$ cat src/rtl/zs_enc_pkg.sv
package zs_enc_pkg;
  localparam int unsigned WIN     = 4;   // slots in the lookahead window = latency
  localparam int unsigned RUN_E3  = 4;   // zero run replaced in HDB3
  localparam int unsigned RUN_DS3 = 3;   // zero run replaced in B3ZS

  typedef enum logic [1:0] {
    TG_DATA  = 2'd0,   // plain NRZ bit in p
    TG_SUBZ  = 2'd1,   // zero that belongs to a substitution
    TG_BCAND = 2'd2,   // first slot of a run: B pulse or zero, decided at output
    TG_VIOL  = 2'd3    // last slot of a run: violation pulse
  } tag_e;

  typedef struct packed {
    logic raw;   // dual-rail bypass slot
    logic p;
    logic n;
    tag_e tag;
  } slot_t;

  localparam slot_t SLOT_IDLE = '{raw: 1'b1, p: 1'b0, n: 1'b0, tag: TG_DATA};

  function automatic logic zero_ok(slot_t x);
    return !x.raw && (x.tag == TG_DATA) && !x.p;
  endfunction
endpackage

$ cat src/rtl/zs_enc_src.sv
module zs_enc_src
  import zs_enc_pkg::*;
(
  input  logic  ais_force,
  input  logic  rlb_en,
  input  logic  enc_bypass,
  input  logic  tx_d0,
  input  logic  tx_d1,
  input  logic  rlb_data,
  output slot_t src_slot
);
  always_comb begin
    src_slot     = '0;
    src_slot.tag = TG_DATA;
    if (ais_force) begin
      src_slot.p = 1'b1;
    end else if (rlb_en) begin
      src_slot.p = rlb_data;
    end else if (enc_bypass) begin
      src_slot.raw = 1'b1;
      src_slot.p   = tx_d0;
      src_slot.n   = tx_d1;
    end else begin
      src_slot.p = tx_d0;
    end
  end
endmodule

$ cat src/rtl/zs_enc_window.sv
module zs_enc_window
  import zs_enc_pkg::*;
#(
  parameter int unsigned DEPTH   = WIN,
  parameter int unsigned LEN_E3  = RUN_E3,
  parameter int unsigned LEN_DS3 = RUN_DS3
) (
  input  logic  clk,
  input  logic  rst,
  input  logic  mode_e3,
  input  slot_t in_slot,
  output slot_t out_slot
);
  slot_t s   [DEPTH];
  slot_t nxt [DEPTH];
  logic  hit_e3, hit_ds3, run_hit;
  int unsigned run_len;

  always_comb begin
    hit_e3  = zero_ok(in_slot);
    hit_ds3 = zero_ok(in_slot);
    for (int k = 0; k < int'(LEN_E3) - 1; k++)  hit_e3  = hit_e3  & zero_ok(s[k]);
    for (int k = 0; k < int'(LEN_DS3) - 1; k++) hit_ds3 = hit_ds3 & zero_ok(s[k]);
    run_hit = mode_e3 ? hit_e3 : hit_ds3;
    run_len = mode_e3 ? LEN_E3 : LEN_DS3;

    nxt[0] = in_slot;
    for (int k = 1; k < int'(DEPTH); k++) nxt[k] = s[k-1];

    if (run_hit) begin
      nxt[0].tag = TG_VIOL;
      for (int k = 1; k < int'(DEPTH); k++) begin
        if (k < int'(run_len) - 1)       nxt[k].tag = TG_SUBZ;
        else if (k == int'(run_len) - 1) nxt[k].tag = TG_BCAND;
      end
    end
  end

  always_ff @(posedge clk) begin
    for (int k = 0; k < int'(DEPTH); k++) begin
      if (rst) s[k] <= SLOT_IDLE;
      else     s[k] <= nxt[k];
    end
  end

  assign out_slot = s[DEPTH-1];
endmodule

$ cat src/rtl/zs_enc_polar.sv
module zs_enc_polar
  import zs_enc_pkg::*;
(
  input  logic  clk,
  input  logic  rst,
  input  slot_t slot,
  output logic  line_pos,
  output logic  line_neg
);
  logic last_pos;   // polarity of the most recent pulse
  logic odd_cnt;    // odd number of pulses since the last violation

  always_ff @(posedge clk) begin
    if (rst) begin
      line_pos <= 1'b0;
      line_neg <= 1'b0;
      last_pos <= 1'b0;
      odd_cnt  <= 1'b0;
    end else begin
      line_pos <= 1'b0;
      line_neg <= 1'b0;
      if (slot.raw) begin
        line_pos <= slot.p;
        line_neg <= slot.n;
      end else begin
        unique case (slot.tag)
          TG_DATA, TG_BCAND: begin
            if ((slot.tag == TG_DATA && slot.p) || (slot.tag == TG_BCAND && !odd_cnt)) begin
              line_pos <= !last_pos;
              line_neg <= last_pos;
              last_pos <= !last_pos;
              odd_cnt  <= !odd_cnt;
            end
          end
          TG_VIOL: begin
            line_pos <= last_pos;
            line_neg <= !last_pos;
            odd_cnt  <= 1'b0;
          end
          default: ;
        endcase
      end
    end
  end
endmodule

$ cat src/rtl/line_zs_encoder.sv
module line_zs_encoder
  import zs_enc_pkg::*;
#(
  parameter int unsigned DEPTH   = WIN,
  parameter int unsigned LEN_E3  = RUN_E3,
  parameter int unsigned LEN_DS3 = RUN_DS3
) (
  input  logic clk,
  input  logic rst,
  input  logic mode_e3,
  input  logic enc_bypass,
  input  logic ais_force,
  input  logic rlb_en,
  input  logic tx_d0,
  input  logic tx_d1,
  input  logic rlb_data,
  output logic line_pos,
  output logic line_neg
);
  slot_t src_slot, win_out;

  zs_enc_src u_src (
    .ais_force (ais_force),
    .rlb_en    (rlb_en),
    .enc_bypass(enc_bypass),
    .tx_d0     (tx_d0),
    .tx_d1     (tx_d1),
    .rlb_data  (rlb_data),
    .src_slot  (src_slot)
  );

  zs_enc_window #(.DEPTH(DEPTH), .LEN_E3(LEN_E3), .LEN_DS3(LEN_DS3)) u_win (
    .clk     (clk),
    .rst     (rst),
    .mode_e3 (mode_e3),
    .in_slot (src_slot),
    .out_slot(win_out)
  );

  zs_enc_polar u_pol (
    .clk     (clk),
    .rst     (rst),
    .slot    (win_out),
    .line_pos(line_pos),
    .line_neg(line_neg)
  );
endmodule

$ cat config.mk
export PLATFORM = sky130hd
export DESIGN_NAME = line_zs_encoder
export DESIGN_NICKNAME = d
export VERILOG_FILES = /design/src/rtl/zs_enc_pkg.sv /design/src/rtl/zs_enc_src.sv /design/src/rtl/zs_enc_window.sv /design/src/rtl/zs_enc_polar.sv /design/src/rtl/line_zs_encoder.sv
export SDC_FILE = /design/constraint.sdc
export NUM_CORES = 1
export LEC_CHECK = 0
export BUFFER_PORTS_ARGS = -buffer_cell sky130_fd_sc_hd__buf_2
export CAP_MARGIN = 20
export CORE_MARGIN = 3
export CORE_UTILIZATION = 56
export CTS_BUF_LIST = sky130_fd_sc_hd__clkbuf_16
export DETAILED_ROUTE_END_ITERATION = 6
export GPL_TIMING_DRIVEN = 1
export PLACE_DENSITY = 0.78
export SLEW_MARGIN = 20
export SYNTH_ARGS = -nofsm -noshare
export SYNTH_HDL_FRONTEND = slang
export SYNTH_SLANG_ARGS = --single-unit
$ cat constraint.sdc
create_clock -name clk -period 1.9 [get_ports clk]
set_input_delay 0.285 -clock clk [delete_from_list [all_inputs] [get_ports clk]]
set_output_delay 0.285 -clock clk [all_outputs]
set_load 0.02 [all_outputs]
; Word-level counts from Yosys, hierarchy flattened
; Memories as Yosys holds them, arrays and structs flattened.
; Cells that the tools add are included.
[word_totals]
register_bits = 4
latchBits = 0
ram_bits = 20
rom_bits = 0
in_bits = 9
n_memories = 1
[classes]
addsub = 1
n_mul = 0
n_div = 0
order_cmp = 3
eq_ne = 6
n_shift = 0
mux = 35
n_bitwise = 8
n_reduce_logical = 28
[memory_table]
columns = name, words, width, rd, rd_ports_with_merged_regs, wr, line
row1 = u_win.s, 4, 5, 4, 0, 4, zs_enc_window.sv:14  ; slot_t s [DEPTH];
[op_table]
columns = operator, n
row1 = 3-bit by 32-bit equality test with 1-bit output (first input constant), 2
row2 = 3-bit by 32-bit < comparator with 1-bit output (first input constant), 2
row3 = 2-bit by 32-bit equality test with 1-bit output (first input constant), 1
row4 = 2-bit by 32-bit < comparator with 1-bit output (first input constant), 1
row5 = 32-bit by 2-bit subtractor with 32-bit output (second input constant), 1
row6 = 2-bit 2-to-1 mux, 10
row7 = 5-bit 2-to-1 mux, 4
row8 = 1-bit 2-to-1 mux, 17
row9 = 1-bit zero test, 10
row10 = 1-bit logical AND, 9
row11 = 2-bit zero test, 4
row12 = 1-bit case mux with 2 select lines, 3
row13 = 3-bit AND reduction, 2
row14 = 2-bit equality test (second input constant), 2
row15 = 1-bit bitwise OR, 4
row16 = 1-bit bitwise AND, 3
row17 = 3-bit 2-to-1 mux, 1
row18 = 2-bit by 1-bit != test with 1-bit output (second input constant), 1
row19 = 2-bit nonzero test, 1
row20 = 2-bit OR reduction, 1
row21 = 1-bit logical OR, 1
row22 = 1-bit inverter, 1

; Logic depth before layout (Yosys ltp)
[depth]
depth_word = 11
depth_mapped = 4
ltp_nobuf = 4

; Cells and area by module
; Synthesis repeated with hierarchy kept, for this count alone.
[hier_totals]
cells_unflattened = 96
area_unflattened_um2 = 1017.2
[modules_own_cells]
columns = mod, instances, cells_each, area_each_um2, seq_area_each_um2
row1 = zs_enc_window, 1, 61, 699.4, 400.4
row2 = zs_enc_polar, 1, 28, 265.3, 80.1
row3 = zs_enc_src, 1, 7, 52.6, 0.0

; Least setup slack after synthesis
; Ideal clock, no wire load.
[synth_path]
kind = input port to flip-flop
start = in rlb_en
end = mem u_win.s[2][0] in the netlist's numbering
setup_time_ns = 0.115
arrival_ns = 1.002
slack_ns = 0.783
stages = 4
n_path_buf = 0
cell_sequence = nor2b_1 o211a_1 and3_1 o21ba_2
[synth_rtl]
columns = element, line
row1 = start: declaration, line_zs_encoder.sv:13  ; input logic rlb_en,
row2 = end: declaration, zs_enc_window.sv:14

==> results.rst <==
.. list-table::
   :header-rows: 1

   * - Metric
     - Value
   * - Number of pins with negative max-slew slack in the final report
     - 0
   * - Setup Total Neg Slack
     - 0 ns
   * - Antenna violations before repair
     - 0
   * - Min Hold Slack
     - 0.2668 ns
   * - Diode count
     - 0
   * - Antenna-violating nets left
     - 0
   * - Largest buffer count on any clock path
     - 2
   * - Number of max-cap violations
     - 0
   * - Top cells by area in the synthesized netlist
     - sky130_fd_sc_hd__dfxtp_1 (57%), sky130_fd_sc_hd__nor2b_1 (7.8%), sky130_fd_sc_hd__nor2_1 (4.2%)
   * - DRC violations left
     - 0
   * - Clock slew at reported path FFs
     - 0.06 ns
   * - CTS tree
     - done
   * - Required time worst endpoint
     - 2.10 ns
   * - Critical Path Fanout Max
     - 4
   * - # Post-CTS Setup Buffers
     - 0
   * - Die Area
     - 0.001930 mm²
   * - Die boundary height
     - 43.93 µm
   * - Total Routing Usage GR
     - 15.67%
   * - Final Hold Violating Endpoints
     - 0
   * - Proportion of synthesized flip-flops having asynchronous set or reset
     - 0%
   * - Leakage Power
     - 0.4000 nW
   * - First-pass DRT Iterations
     - 4
   * - Critical path start-end classification
     - reg2reg
   * - Register bit count reported by yosys
     - 23
   * - Drt first-iter violations
     - 10
   * - Count of vias placed by the detailed router
     - 576
   * - Net switching power
     - 0.0001878 W
   * - Run status
     - finished, final reports clean
   * - Pwr per Cell Area
     - 1046 mW/mm²
   * - Category of the worst setup path launch point
     - flop
   * - Part of the power in combinational logic
     - 4.9%
   * - Post-route minimum period
     - 1.199 ns
   * - Starting utilization of the core area
     - 61.16%
   * - Largest net degree at the start of global routing
     - 25
   * - Slew HR
     - 74.58%
   * - Final count of negative-setup-slack endpoints
     - 0
   * - H-tree depth reported by CTS
     - 1
   * - Via/cell ratio
     - 5.236
   * - Peak per-stage delay on the critical path
     - 0.31 ns
   * - Worst setup skew after layout
     - 0.002266 ns
   * - Library cells used by synthesis
     - 21
   * - Share of the clock period used by the worst path
     - 63.11%
   * - End point of the most critical hold path
     - u_win.s[0][4]
   * - Yosys warning count
     - 0
   * - Part of the Yosys area used for sequential elements
     - 57.14%
   * - Sinks on the clock net
     - 23
   * - Per-cell routed wire length
     - 11.11 µm
   * - Total clock buffers created by CTS
     - 3
   * - Peak supply drop
     - 0.6567 mV
   * - Crit path max-delay cell type
     - sky130_fd_sc_hd__dfxtp_1
   * - Net count reported at finish
     - 105
   * - Syn Nets
     - 92
   * - Power share of the clock group
     - 44.4%
   * - Horizontal die dimension
     - 43.93 µm
   * - Cell count after synthesis
     - 83
   * - Global placer's final weighted congestion
     - 0.7509
   * - Count of flip-flops with a built-in enable after synthesis
     - 0
   * - Prevailing post-synth register cell
     - sky130_fd_sc_hd__dfxtp_1
   * - Family of cells with the greatest summed delay on the critical path
     - simple AND/OR/NAND/NOR gates
   * - Worst R2R Setup Slack
     - 0.70 ns
   * - Proportion of layout cells with a drive suffix above 1
     - 21.05%
   * - Worst Setup Slack, final
     - 0.7009 ns
   * - Cts hold-fix bufs
     - 0
   * - Worst min-delay path class
     - in2reg
   * - Critical path cell sequence
     - nor4_1 > o211a_1 > and3_1 > o21ba_2
   * - Routed WL
     - 1222 µm
   * - Depth of the worst hold-timing path
     - 3
   * - Sequential share of power
     - 50.7%
   * - Worst flop-to-flop path startpoint
     - u_win.s[1][0]
   * - RSZ-0062 raised after global routing
     - false
   * - Aggregate global routing overflow
     - 0
   * - Core Footprint
     - 0.001318 mm²
   * - Setup WS pre-CTS
     - 0.5946 ns
   * - Endpoint of the lowest-slack register-to-register path
     - u_win.s[3][1]
   * - Max frequency
     - 833.9 MHz
   * - Placement Rows
     - 13
   * - # fillers
     - 104
   * - Post-Synthesis Cell Area
     - 805.8 µm²
   * - Global-route wire length before repair
     - 2180 µm
   * - Arr. time, crit path
     - 1.40 ns
   * - Total I/O pin count
     - 11
   * - Type of destination of the critical path
     - flop
   * - Cell count of the worst reg-to-reg path
     - 4
   * - HP Start
     - enc_bypass
   * - Clk root buf
     - sky130_fd_sc_hd__clkbuf_16
   * - Transition time of the tightest slew-check pin
     - 0.3813 ns
   * - Layout overhead on the synthesized area
     - 17.55%
   * - Buffers plus inverters on the worst setup path
     - 0
   * - Total power consumption of the routed design
     - 0.0009904 W
   * - Number of cells upsized or downsized after cts
     - 0
   * - Dominant cell type by area after synthesis
     - sky130_fd_sc_hd__dfxtp_1
   * - Switching power as a share of total power
     - 18.97%
   * - Clk_lat worst skew
     - 0.25 ns
   * - Share of the synthesized area in the top cell type
     - 57.14%
   * - Count of port buffers added during placement
     - 10
   * - Mean instance size in the synthesized netlist
     - 9.708 µm²
   * - Vias in the first global route
     - 569
   * - Internal
     - 0.0008026 W
-- flip-flops by register name (all words and copies together), names as in the netlist --
name	count
u_win.s	19
u_pol.last_pos	1
u_pol.line_neg	1
u_pol.line_pos	1
u_pol.odd_cnt	1
-- metal layers --
layer  track usage, %  up-vias  wire, µm
met1            17.78      259       543
met2            24.13       11       609
met5                0        -         0
met3            3.734        4        42
met4            13.86        0        27
li1                 -      302         -
-- worst max-delay path by stage --
stage,from,to,slack (ns),depth (start not counted)
CTS,u_win.s[1][0],u_win.s[3][1],0.70,4
floorplan,rlb_en,u_win.s[2][0],0.78,4
detailed placement,ais_force,u_win.s[3][1],0.59,5
finish,u_win.s[1][0],u_win.s[3][1],0.70,4
global placement,ais_force,u_win.s[3][1],0.63,5
global route,u_win.s[1][0],u_win.s[3][1],0.59,4
-- cell type report --
type | count | area (µm²) | area share, %
Clock buffer | 3 | 75.07 | 7.926
Multi-Input combinational cell | 54 | 322.8 | 34.08
Tap cell | 15 | 18.77 | 1.982
Sequential cell | 23 | 460.4 | 48.61
Timing Repair Buffer | 10 | 50.05 | 5.284
Clock inverter | 1 | 5.005 | 0.5284
Inverter | 4 | 15.01 | 1.585
-- worst register-to-register path: stages, from the launching register on --
cell                      delay (ns)
sky130_fd_sc_hd__dfxtp_1        0.31
sky130_fd_sc_hd__nor4_1         0.27
sky130_fd_sc_hd__o211a_1        0.25
sky130_fd_sc_hd__and3_1         0.19
sky130_fd_sc_hd__o21ba_2        0.13
-- layout by cell type, fill, tap and decap left out --
cell type / count
sky130_fd_sc_hd__nand2_1: 3
sky130_fd_sc_hd__a21o_1: 1
sky130_fd_sc_hd__buf_2: 10
sky130_fd_sc_hd__clkinv_2: 1
sky130_fd_sc_hd__or2_2: 3
sky130_fd_sc_hd__nand2b_1: 5
sky130_fd_sc_hd__o21ba_2: 3
sky130_fd_sc_hd__a221oi_1: 1
sky130_fd_sc_hd__nor2_1: 9
sky130_fd_sc_hd__nor3_1: 3
sky130_fd_sc_hd__a211oi_1: 2
sky130_fd_sc_hd__inv_1: 4
sky130_fd_sc_hd__a21oi_1: 5
sky130_fd_sc_hd__nor3b_1: 1
sky130_fd_sc_hd__o211a_1: 1
sky130_fd_sc_hd__nor4_1: 3
sky130_fd_sc_hd__nor2b_1: 10
sky130_fd_sc_hd__dfxtp_1: 23
sky130_fd_sc_hd__o22ai_1: 1
sky130_fd_sc_hd__xnor2_1: 1
sky130_fd_sc_hd__a31oi_1: 1
sky130_fd_sc_hd__and3_1: 1
sky130_fd_sc_hd__clkbuf_16: 3
-- through the flow --
stage | cell area [µm²] | utilization (%) | instances
2_1_floorplan | 805.8 | - | 83
5_1_grt | 947.2 | 71.89 | 110
3_3_place_gp | 867.1 | 65.81 | 106
6_report | 947.2 | 71.89 | 110
3_5_place_dp | 867.1 | 65.81 | 106
4_1_cts | 947.2 | 71.89 | 110
-- cells in the mapped netlist, drive strengths merged, types with 2 or more instances --
cell,count
nor2,9
nand2b,5
nor2b,10
inv,4
or2,3
a21oi,5
o21ba,3
dfxtp,23
nand2,3
nor4,3
nor3,3
a211oi,2
clkbuf,2
-- power by group through the flow --
stage | registers, W | clock network [W] | logic [W]
global route | 0.000504 | 0.000465 | 0.0000554
floorplan | 0.000512 | 0 | 0.0000315
CTS | 0.000503 | 0.000450 | 0.0000488
global placement | 0.000513 | 0 | 0.0000467
finish | 0.000503 | 0.000439 | 0.0000485
detailed placement | 0.000513 | 0 | 0.0000483
-- logic make-up after synthesis --
family,share of synthesized area [%]
buf+inv,2.795
compound gates,13.51
simple gates,25.47
xor+xnor,1.087
flops,57.14
No activity file was read; power rests on OpenSTA's default activity.
